### config.mk
export PLATFORM = sky130hd
export DESIGN_NAME = pin_capture_packer
export DESIGN_NICKNAME = d
export VERILOG_FILES = /design/src/rtl/pin_capture_pkg.sv /design/src/rtl/pin_sync_edge.sv /design/src/rtl/capture_packer.sv /design/src/rtl/capture_pingpong.sv /design/src/rtl/pin_capture_packer.sv
export SDC_FILE = /design/constraint.sdc
export NUM_CORES = 1
export LEC_CHECK = 0
export BUFFER_PORTS_ARGS = -buffer_cell sky130_fd_sc_hd__buf_2
export CORE_MARGIN = 3
export CORE_UTILIZATION = 50
export DETAILED_ROUTE_END_ITERATION = 10
export PLACE_DENSITY_LB_ADDON = 0.25
export RECOVER_POWER = 25
export SLEW_MARGIN = 10
export SYNTH_ARGS = -nofsm -noshare
export SYNTH_HDL_FRONTEND = slang
export SYNTH_SLANG_ARGS = --single-unit
### constraint.sdc
create_clock -name clk_i -period 4.6 [get_ports clk_i]
set_input_delay 0.46 -clock clk_i [delete_from_list [all_inputs] [get_ports clk_i]]
set_output_delay 0.46 -clock clk_i [all_outputs]
set_load 0.01 [all_outputs]
### src/rtl/pin_capture_pkg.sv
package pin_capture_pkg;
  typedef enum logic [1:0] {
    WSEL_1A = 2'b00,
    WSEL_2  = 2'b01,
    WSEL_4  = 2'b10,
    WSEL_1B = 2'b11
  } wsel_e;

  function automatic logic [2:0] step_of(input logic [1:0] sel);
    case (sel)
      WSEL_2:  step_of = 3'd2;
      WSEL_4:  step_of = 3'd4;
      default: step_of = 3'd1;
    endcase
  endfunction
endpackage

### src/rtl/pin_sync_edge.sv
module pin_sync_edge #(
  parameter int N_PINS = 4
) (
  input  logic              clk_i,
  input  logic              rst_ni,
  input  logic [N_PINS-1:0] pin_i,
  output logic [N_PINS-1:0] level_o,
  output logic              edge_o
);
  logic [N_PINS-1:0] s1_q, s2_q;
  logic              s3_q;

  always_ff @(posedge clk_i or negedge rst_ni) begin
    if (!rst_ni) begin
      s1_q <= '0;
      s2_q <= '0;
      s3_q <= 1'b0;
    end else begin
      s1_q <= pin_i;
      s2_q <= s1_q;
      s3_q <= s2_q[0];
    end
  end

  assign level_o = s2_q;
  assign edge_o  = s2_q[0] ^ s3_q;

  // an edge reflects a pin change two cycles earlier
  p_edge_src_r2: assert property (@(posedge clk_i) disable iff (!rst_ni)
    $past(s1_q[0]) != s1_q[0] |=> edge_o);
endmodule

### src/rtl/capture_packer.sv
module capture_packer
  import pin_capture_pkg::*;
#(
  parameter int WORD_W = 32,
  parameter int N_PINS = 4
) (
  input  logic              clk_i,
  input  logic              rst_ni,
  input  logic              mode_ts_i,
  input  logic [1:0]        width_sel_i,
  input  logic              sample_stb_i,
  input  logic [N_PINS-1:0] level_i,
  input  logic              edge_i,
  output logic              word_valid_o,
  output logic [WORD_W-1:0] word_o
);
  localparam int POS_W = $clog2(WORD_W);

  logic [WORD_W-1:0] ts_q, acc_q, acc_n;
  logic [POS_W-1:0]  pos_q;
  logic [POS_W:0]    pos_sum;
  logic [3:0]        samp;
  logic [2:0]        step;
  logic              take, wrap;

  always_comb begin
    step = step_of(width_sel_i);
    case (width_sel_i)
      WSEL_2:  samp = {2'b00, level_i[1:0]};
      WSEL_4:  samp = level_i[3:0];
      default: samp = {3'b000, level_i[0]};
    endcase
    take    = !mode_ts_i && sample_stb_i;
    acc_n   = acc_q | ({{(WORD_W-4){1'b0}}, samp} << pos_q);
    pos_sum = {1'b0, pos_q} + (POS_W+1)'(step);
    wrap    = pos_sum[POS_W];
  end

  always_ff @(posedge clk_i or negedge rst_ni) begin
    if (!rst_ni) begin
      ts_q  <= '0;
      acc_q <= '0;
      pos_q <= '0;
    end else begin
      ts_q <= ts_q + 1'b1;
      if (take) begin
        acc_q <= wrap ? '0 : acc_n;
        pos_q <= pos_sum[POS_W-1:0];
      end
    end
  end

  always_comb begin
    word_valid_o = 1'b0;
    word_o       = acc_n;
    if (mode_ts_i) begin
      word_valid_o = edge_i;
      word_o       = ts_q;
    end else if (take && wrap) begin
      word_valid_o = 1'b1;
    end
  end

  // bit position stays aligned to the sample width
  p_pos_align_r4: assert property (@(posedge clk_i) disable iff (!rst_ni)
    (width_sel_i == WSEL_2) |-> (pos_q[0] == 1'b0));
  p_pos_align_r5: assert property (@(posedge clk_i) disable iff (!rst_ni)
    (width_sel_i == WSEL_4) |-> (pos_q[1:0] == 2'b00));
  // in sampling mode a word only comes out on a strobe
  p_strobe_only_r9: assert property (@(posedge clk_i) disable iff (!rst_ni)
    (!mode_ts_i && word_valid_o) |-> sample_stb_i);
endmodule

### src/rtl/capture_pingpong.sv
module capture_pingpong #(
  parameter int WORD_W = 32,
  parameter int DEPTH  = 16,
  localparam int AW    = $clog2(DEPTH)
) (
  input  logic              clk_i,
  input  logic              rst_ni,
  input  logic              word_valid_i,
  input  logic [WORD_W-1:0] word_i,
  input  logic [AW-1:0]     rd_addr_i,
  output logic [WORD_W-1:0] rd_data_o,
  output logic              xfer_req_o,
  output logic              xfer_buf_o,
  input  logic              xfer_done_i,
  output logic              overflow_o
);
  logic [WORD_W-1:0] mem_q [2][DEPTH];
  logic [1:0]        full_q, full_n;
  logic [AW-1:0]     wr_ptr_q;
  logic              fill_q, xbuf_q, ovf_q;
  logic              accept, last, release_buf;

  assign accept      = word_valid_i && !full_q[fill_q];
  assign last        = wr_ptr_q == AW'(DEPTH-1);
  assign release_buf = xfer_done_i && full_q[xbuf_q];

  for (genvar b = 0; b < 2; b++) begin : g_bank
    localparam logic BANK = 1'(b);
    always_ff @(posedge clk_i) begin
      if (accept && fill_q == BANK) mem_q[b][wr_ptr_q] <= word_i;
    end
  end

  always_comb begin
    full_n = full_q;
    if (release_buf) full_n[xbuf_q] = 1'b0;
    if (accept && last) full_n[fill_q] = 1'b1;
  end

  always_ff @(posedge clk_i or negedge rst_ni) begin
    if (!rst_ni) begin
      full_q   <= '0;
      wr_ptr_q <= '0;
      fill_q   <= 1'b0;
      xbuf_q   <= 1'b0;
      ovf_q    <= 1'b0;
    end else begin
      full_q <= full_n;
      if (accept) begin
        wr_ptr_q <= last ? '0 : wr_ptr_q + 1'b1;
        if (last) fill_q <= ~fill_q;
      end
      if (release_buf) xbuf_q <= ~xbuf_q;
      if (word_valid_i && full_q[fill_q]) ovf_q <= 1'b1;
    end
  end

  assign rd_data_o  = mem_q[xbuf_q][rd_addr_i];
  assign xfer_req_o = full_q[xbuf_q];
  assign xfer_buf_o = xbuf_q;
  assign overflow_o = ovf_q;

  // a request holds, on the same buffer, until done
  p_req_hold_r7: assert property (@(posedge clk_i) disable iff (!rst_ni)
    (xfer_req_o && !xfer_done_i) |=> (xfer_req_o && $stable(xfer_buf_o)));
  // overflow is sticky
  p_no_overflow_clear_r8: assert property (@(posedge clk_i) disable iff (!rst_ni)
    overflow_o |=> overflow_o);
  // an entry arriving while both buffers are full raises overflow
  p_drop_flags_r8: assert property (@(posedge clk_i) disable iff (!rst_ni)
    (word_valid_i && full_q == 2'b11) |=> overflow_o);
  // accepted words advance the write address by one
  p_ptr_step_r6: assert property (@(posedge clk_i) disable iff (!rst_ni)
    (accept && !last) |=> (wr_ptr_q == $past(wr_ptr_q) + 1'b1));
endmodule

### src/rtl/pin_capture_packer.sv
module pin_capture_packer #(
  parameter int BURST_BYTES = 64,
  parameter int WORD_W      = 32,
  parameter int N_PINS      = 4,
  localparam int DEPTH      = BURST_BYTES * 8 / WORD_W,
  localparam int AW         = $clog2(DEPTH)
) (
  input  logic              clk_i,
  input  logic              rst_ni,
  input  logic [N_PINS-1:0] pin_i,
  input  logic              sample_stb_i,
  input  logic              mode_ts_i,
  input  logic [1:0]        width_sel_i,
  input  logic [AW-1:0]     rd_addr_i,
  output logic [WORD_W-1:0] rd_data_o,
  output logic              xfer_req_o,
  output logic              xfer_buf_o,
  input  logic              xfer_done_i,
  output logic              overflow_o
);
  logic [N_PINS-1:0] level;
  logic              pin_edge, word_valid;
  logic [WORD_W-1:0] word;

  pin_sync_edge #(.N_PINS(N_PINS)) u_sync (
    .clk_i, .rst_ni, .pin_i, .level_o(level), .edge_o(pin_edge)
  );

  capture_packer #(.WORD_W(WORD_W), .N_PINS(N_PINS)) u_pack (
    .clk_i, .rst_ni, .mode_ts_i, .width_sel_i, .sample_stb_i,
    .level_i(level), .edge_i(pin_edge),
    .word_valid_o(word_valid), .word_o(word)
  );

  capture_pingpong #(.WORD_W(WORD_W), .DEPTH(DEPTH)) u_pp (
    .clk_i, .rst_ni, .word_valid_i(word_valid), .word_i(word),
    .rd_addr_i, .rd_data_o, .xfer_req_o, .xfer_buf_o, .xfer_done_i, .overflow_o
  );

  // nothing is pending on the first cycle after reset
  p_reset_idle_r1: assert property (@(posedge clk_i)
    $rose(rst_ni) |-> (!xfer_req_o && !overflow_o && !xfer_buf_o));
endmodule

==> results by stage, run 1 <==
Global route:
- The via count of the first global-routing pass is 22009.
- The first global-routing pass estimated 154000 microns of wire.
- After global routing the overflow that remains totals 0.
- The initial antenna violation count is 4.
- The pin count of the biggest net entering global routing is 56.
- In the global route stage, overall resource usage came out at 23.7%.

Place:
- The half-perimeter wire length of the detailed placement result is 64700 microns.
- The number of placed instances, taps included, is 3198.
- During placement, the flow inserted port buffers numbering between 40 and 50.
- OpenSTA, run right after detailed placement, puts the worst setup slack at roughly 1100 ps.
- The placed instances occupy a cell area of between 40000 and 50000 sq um.
- At the end of routability-driven placement, the weighted congestion stood at 0.854.

Synthesis:
- The total of flip-flops plus latches after synthesis is 1111.
- The mean cell area of the mapped netlist is between 20 and 25 sq um.
- Counting flops with an async set or reset pin after synthesis yields a share of 7.83%.
- The sequential area share after synthesis is 76.6%.
- The count of mapped cells out of synthesis is 2036.
- The predominant post-synthesis flop cell is sky130_fd_sc_hd__edfxtp_1.
- The cell area that synthesis handed to floorplanning was about 43000 sq um.
- The net count after synthesis is 2064.
- The distinct cell type count after synthesis is 64.
- The count of flip-flops with a built-in enable after synthesis is 1024.
- The number of warnings issued by yosys is 0.

Clock network:
- After clock tree synthesis, the repair step resized 0 gates.
- The CTS tree is done.
- The CTS sink count is 1111.
- The H-tree was split into 3 levels.
- The later-pin clock latency in the skew report is 670 ps.
- The library cell used as clock root buffer is sky130_fd_sc_hd__clkbuf_16.
- The number of hold buffers added after CTS was 5.
- The number of clock buffers inserted by TritonCTS is about 110.
- After clock tree synthesis, the clock-pin slew on the worst setup and hold paths is 60 ps.
- The post-CTS setup repair buffer count is 0.
- The deepest clock path buffer count is 3.

Finish:
- The post-layout net count is 2210.
- The library cells used most frequently in the layout, excluding fill and tap cells, are 1024 x sky130_fd_sc_hd__edfxtp_1, 256 x sky130_fd_sc_hd__mux4_2, 128 x sky130_fd_sc_hd__o22ai_1, 114 x sky130_fd_sc_hd__clkbuf_16, 87 x sky130_fd_sc_hd__dfrtp_1.
- The leading cell type in the layout, fill and taps excluded is sky130_fd_sc_hd__edfxtp_1.
- The finished layout holds 3412 standard cells, fillers aside.
- Fill cells in the final layout number 6047.
- From synthesis to final layout, the design area changed by 13.7%.
- The count of antenna diodes in the layout is 0.
- The post-route netlist has 26.3% of its cells at a drive strength greater than 1.
- The finished cells cover 48900 sq um.

Worst setup path:
- STA classifies the critical path startpoint as a register.
- Counting both buffers and inverters, the worst setup path holds a total of 1.
- The worst register-to-register path begins at u_pack.pos_q[3]$_DFFE_PN0P_.
- The classification of the worst setup path is register to output pin.
- STA puts the critical path data required time at ~4100 ps.
- The signal on the critical path passes through or3b_2 > o22ai_1 > nor4_1 > buf_2.
- On the worst path, the slowest cell contributes a delay of 840 ps.
- The most critical setup path has its startpoint at u_pp.xfer_buf_o$_DFFE_PN0P_.
- Along the worst path, the maximum fanout reaches 32.
- Data arrives at the worst endpoint at ~3500 ps.
- Among all stages on the critical path, the largest delay is contributed by sky130_fd_sc_hd__or3b_2.
- The worst setup path is captured at an output pin.
- The top cell family by delay on the critical path is simple AND/OR/NAND/NOR gates.

STA:
- In the final timing run, aggregate negative setup slack is 0 ps.
- The number of failing hold endpoints at the final stage was 0.
- After layout, the worst setup slack is 674 ps.
- The maximum clock frequency is 255 MHz.
- The slew at the pin closest to its max-slew limit is 2260 ps.
- The share of the clock period used by the worst path is a little under nine tenths.
- The post-layout minimum cycle time is 3930 ps.
- The setup clock skew after layout is 28.9 ps.
- The worst max-slew margin expressed relative to the limit is -50.5%.
- The worst slack on hold paths is 37.2 ps.
- Setup violations remaining at the end of the flow were counted as 0.
- Setup repair after global routing left no endpoint under its margin.
- The count of final max-slew check failures is 394.

Drt:
- The first detailed-routing pass ran for 5 iterations.
- The mean routed wirelength per cell is 30.7 microns.
- Using the TritonRoute via totals, the vias-per-cell ratio works out to 6.36.
- After detailed routing, the number of remaining DRC violations is 0.
- The detail route stage leaves a number of antenna-violating nets equal to 0.
- For this block, the via count after detailed routing is 21701.
- After the first detailed-routing iteration, the DRC count stood at 2449.
- The wire length reported by the detailed router is between 100000 and 150000 microns.

Die:
- The die area is 89600 sq um.
- The initial utilization of the core area, before any placement, comes to 50.9%.
- In this run the vertical extent of the chip is 299 microns.
- The total area inside the core boundary comes to 84500 sq um.
- During I/O placement, the number of pins put on the boundary was 50.
- The number of rows in the core area is 106.
- The floorplan step set the die width to 299 microns.

Outcome:
- The run finished, with violations left.
- The checks that failed: max-capacitance violations, max-slew violations.

Hold path:
- In this run the most critical hold path is launched from xfer_done_i.
- In this run the worst hold path is classified as input port to register.

Flow run:
- Across the run, the number of max-cap violations was 14.

Power:
- The maximum ir drop on the vdd rail is 0.401 mV.
- In this run the static leakage power is 16.0 nW.
- The power density normalized to cell area is 506 nW/um^2.
## flip-flops by register name (all words and copies together) (netlist names), 2 cells and up
name / cells
u_pack.acc_q: 32
u_pack.pos_q: 5
u_pack.ts_q: 32
u_pp.full_q: 2
u_pp.mem_q: 1024
u_pp.wr_ptr_q: 4
u_sync.level_o: 4
u_sync.s1_q: 4
## worst paths after layout
check / to / slack, ps / depth (start not counted)
max in group asynchronous: u_pack.acc_q[31]$_DFFE_PN0P_ / 1370 / 3
min reg2reg: u_sync.level_o[1]$_DFF_PN0_ / 350 / 0
max: rd_data_o[8] / 670 / 4
min: u_pp.xfer_buf_o$_DFFE_PN0P_ / 40 / 2
max reg2reg: u_pp.mem_q[0][466]$_DFFE_PP_ / 720 / 5
min in group asynchronous: u_pack.ts_q[1]$_DFF_PN0_ / 980 / 2
## area by class of cell
cell class | instances | area [sq um] | share of cell area (%)
clock buffer | 140 | 2960 | 6.05
clock inverter | 69 | 692 | 1.42
inverter | 17 | 63.8 | 0.131
multi-input combinational | 798 | 9630 | 19.7
sequential | 1111 | 32900 | 67.3
tap | 1134 | 1420 | 2.90
timing repair buffer | 143 | 1200 | 2.45
## cells by family after synthesis
family                   count (synthesis)  share of synthesized area [%]
multiplexers                           289                           14.2
AO/OA/AOI/OAI                          242                           3.66
adder cells (fa/ha/maj)                 13                          0.396
AND/OR/NAND/NOR                        218                           2.82
flip-flops                            1111                           76.6
XOR/XNOR                                36                          0.733
buffers and inverters                  127                           1.64
## worst register-to-register path, stage by stage, from the launching register on
cell and delay [ps]:
sky130_fd_sc_hd__dfrtp_1 690, sky130_fd_sc_hd__nor2b_1 500, sky130_fd_sc_hd__a41o_1 240, sky130_fd_sc_hd__a31oi_1 80, sky130_fd_sc_hd__mux2i_2 210, sky130_fd_sc_hd__clkbuf_1 1620
## stage by stage
stage               util, %  power, mW
floorplan                 -       14.3
CTS                    58.0       24.9
global placement       53.6       15.9
global route           57.9       25.6
finish                 57.9       24.8
detailed placement     53.6       16.0
## report_power, final
group | switching [mW] | internal, mW | leakage, nW
Clock | 3.75 | 5.23 | 1.77
Combinational | 2.38 | 0.876 | 3.69
Sequential | 0.323 | 12.2 | 10.5
Total | 6.45 | 18.3 | 16.0
## cell usage after synthesis, drive strengths merged (24+ instances only)
| library cell | number | area [sq um] |
|---|---|---|
| edfxtp | 1024 | 30700 |
| mux4 | 256 | 5770 |
| o22ai | 128 | 801 |
| dfrtp | 87 | 2180 |
| buf | 64 | 468 |
| o21ai | 49 | 245 |
| clkbuf | 46 | 174 |
| nor2 | 37 | 139 |
| nand2 | 34 | 128 |
| nor4 | 32 | 200 |
| xnor2 | 30 | 263 |
| mux2i | 24 | 240 |
## metal layers
layer | GRT usage (%) | share of wire [%] | up-vias
met5 | 0 | 0 | -
met4 | 6.55 | 2.8 | 0
met3 | 3.47 | 7.0 | 180
met2 | 38.2 | 49 | 989
met1 | 34.4 | 41 | 11629
li1 | - | - | 8903
Power figures use the tool's default switching activity.
==> run 2: changes to the inputs <==
--- a/config.mk
+++ b/config.mk
@@ -7,7 +7,7 @@
 export LEC_CHECK = 0
 export BUFFER_PORTS_ARGS = -buffer_cell sky130_fd_sc_hd__buf_2
 export CORE_MARGIN = 3
-export CORE_UTILIZATION = 50
+export CORE_UTILIZATION = 24
 export DETAILED_ROUTE_END_ITERATION = 10
 export PLACE_DENSITY_LB_ADDON = 0.25
 export RECOVER_POWER = 25
==> results by stage, run 2 (synthesized netlist as in run 1, its figures left out) <==
Drt:
- The detailed-routing iteration count for the pre-antenna-repair pass is 5.
- The final route contains 21089 vias.
- Once detail routing completed, the nets flagged for antenna violations numbered 0.
- After detailed routing, the number of remaining DRC violations is 0.
- The number of DRC violations after detailed-routing iteration 0 is 2056.
- Dividing the detail-routed wire length by the instance count gives 24.9 microns.
- After detailed routing, the number of vias per cell comes to 4.55.
- The wire length reported by the detailed router is 116000 microns.

STA:
- Between clock sinks in the finished design, the worst skew comes to 41.4 ps.
- The number of failing hold endpoints at the final stage came to 0.
- The total setup violations reported at the end of the flow is 0.
- Setup repair after global routing left no endpoint under its margin.
- For the pin with the worst max-slew slack, the measured transition is ~2300 ps.
- The final critical path takes up 90.8% of the cycle.
- The count of final max-slew check failures was 430.
- The sum of negative setup slack is 0 ps.
- The post-layout minimum cycle time is 4180 ps.
- The worst max-slew margin expressed relative to the limit is -50.6%.
- Based on the critical path, the design can be clocked at up to 239 MHz.

Die:
- Once the floorplan was initialized, standard cells occupied about a quarter of the core.
- For this design the top-level I/O count stands at 50.
- The die boundary width is 429 microns.
- The die area is around 180000 sq um.
- The floorplan has 154 rows.
- From bottom edge to top edge, the die measures 429 microns.
- The core region area is 177000 sq um.

Worst setup path:
- The data required time of the critical path is 4140 ps.
- The kind of start point of the critical path is a register.
- The maximum fanout along the worst path is 26.
- The signal arrival time at the worst endpoint is 3720 ps.
- STA classifies the critical path endpoint as an output pin.
- The worst setup path is of the register to output pin kind.

Outcome:
- The flow ran to the end, but the final reports show violations.
- The checks that failed: max-capacitance violations, max-slew violations.

Finish:
- Leaving out fill and tap cells, the most frequent cells in the layout are 1024 x sky130_fd_sc_hd__edfxtp_1, 256 x sky130_fd_sc_hd__mux4_2, 128 x sky130_fd_sc_hd__o22ai_1, 116 x sky130_fd_sc_hd__clkbuf_16, 87 x sky130_fd_sc_hd__dfrtp_1.
- The leading cell type in the layout, fill and taps excluded is sky130_fd_sc_hd__edfxtp_1.
- The post-layout utilization of the core is approximately 29%.
- The register with the most flip-flops in the layout has approximately 1000 of them.
- The largest registers in the layout are u_pp.mem_q: 1024 flops, u_pack.acc_q: 32 flops, u_pack.ts_q: 32 flops.
- Compared with the post-synthesis result, the final layout area differs by 18.3%.
- The finished cells cover 50900 sq um.
- The register containing the most flip-flops in the final layout is u_pp.mem_q.
- The final layout contains 2231 nets.
- The proportion of layout cells with a drive suffix above 1 is approximately 27%.

Hold path:
- The worst min-delay path class is input port to register.

Global route:
- The pin count of the biggest net entering global routing is 52.
- The via count of the first global-routing pass is between 20000 and 25000.
- For this run, the total global-route usage over all layers was measured as around an eighth.
- The first global-routing pass estimated 167000 microns of wire.
- The busiest metal layer after global routing is met2.
- For this run, global-route usage on met2 was measured as 20.1%.
- The met1 track utilization from global routing is between 15 and 20%.
- Global routing finished with a remaining overflow of 0.
- The met3 track demand over resource in global routing is 2.03%.
- The initial antenna violation count was 4.

Place:
- The count of buffers added on input and output ports is 49.
- At the end of routability-driven placement, the weighted congestion stood at 0.776.
- The placed instances occupy a cell area of 47100 sq um.
- The HPWL after detailed placement is 73100 microns.

Power:
- The static leakage is 16.2 nW.
- Across the VDD grid, the largest voltage drop is just over 0.3 mV.
- The power density normalized to cell area is 498 nW/um^2.
- Power comes to 25.4 mW.

Clock network:
- The later-pin clock latency in the skew report is between 700 and 800 ps.
- In this run the number of H-tree levels came out at 3.
- After clock tree synthesis, the clock-pin slew on the worst setup and hold paths is 60 ps.
- The CTS tree is done.
- TritonCTS created 115 clock buffers.
- The clock net in this run drives a total of 1111 sinks.
- The total of hold buffers inserted after clock tree synthesis is 6.
- The root buffer cell chosen for the clock tree is sky130_fd_sc_hd__clkbuf_16.
- The post-cts resize count is 0.
- The post-CTS setup repair buffer count is 0.
- The deepest clock path buffer count is 3.

Flow run:
- The count of maximum capacitance violations is 16.
[run 2: changes by cell type in the layout (fill, tap and decap cells not counted), moves of 2 or more]
cell | before | now
sky130_fd_sc_hd__clkbuf_16 | 114 | 116
sky130_fd_sc_hd__inv_16 | 2 | 0
sky130_fd_sc_hd__buf_4 | 52 | 55
sky130_fd_sc_hd__clkbuf_1 | 43 | 36
sky130_fd_sc_hd__clkinv_16 | 1 | 3
sky130_fd_sc_hd__buf_12 | 22 | 35
sky130_fd_sc_hd__clkinvlp_4 | 6 | 8
sky130_fd_sc_hd__diode_2 | 0 | 4
sky130_fd_sc_hd__bufinv_16 | 12 | 16
[run 2: worst paths after layout]
kind	from	endpoint	slack, ps	cells after the start
worst max-delay path	u_pp.xfer_buf_o$_DFFE_PN0P_	rd_data_o[17]	420	6
worst min-delay path	sample_stb_i	u_pack.acc_q[9]$_DFFE_PN0P_	250	3
worst max register to register	u_pack.pos_q[2]$_DFFE_PN0P_	u_pp.mem_q[0][358]$_DFFE_PP_	530	5
worst min register to register	u_sync.s1_q[0]$_DFF_PN0_	u_sync.level_o[0]$_DFF_PN0_	350	0
max in group asynchronous	rst_ni	u_pack.ts_q[2]$_DFF_PN0_	1230	3
min in group asynchronous	rst_ni	u_sync.s1_q[2]$_DFF_PN0_	980	2
[run 2: stage by stage]
stage	setup WS, ps	hold slack [ps]	cells
floorplan	263	164	2036
global placement	920	334	4420
detailed placement	939	342	4420
CTS	174	174	4635
global route	83.0	211	4636
finish	425	247	4639
[run 2: layout make-up]
class	instances	area (sq um)
fillers	17171	126000
diodes	4	10.0
clock buffers	135	2970
well taps	2340	2930
flip-flops and latches	1111	32900
clock inverters	74	857
repair buffers	160	1490
inverters	17	63.8
multi-input cells	798	9630
[run 2: power breakdown]
| part | leakage [nW] | switching [mW] | internal, mW |
|---|---|---|---|
| logic | 3.81 | 2.49 | 0.938 |
| clock network | 1.84 | 3.92 | 5.51 |
| registers | 10.5 | 0.305 | 12.2 |
| total | 16.2 | 6.71 | 18.6 |
[run 2: metal layers]
metal / vias up / share of wire, %
met3: 161 / 4.8
met4: 0 / 2.6
li1: 8951 / -
met5: - / 0
met1: 11435 / 44
met2: 542 / 48
[run 2: worst max-delay path, cell delays in order, from the launching register on]
cell	delay, ps
sky130_fd_sc_hd__dfrtp_1	360
sky130_fd_sc_hd__buf_4	190
sky130_fd_sc_hd__or3b_2	860
sky130_fd_sc_hd__o22ai_1	360
sky130_fd_sc_hd__nor4_1	830
sky130_fd_sc_hd__buf_4	230
sky130_fd_sc_hd__buf_2	120
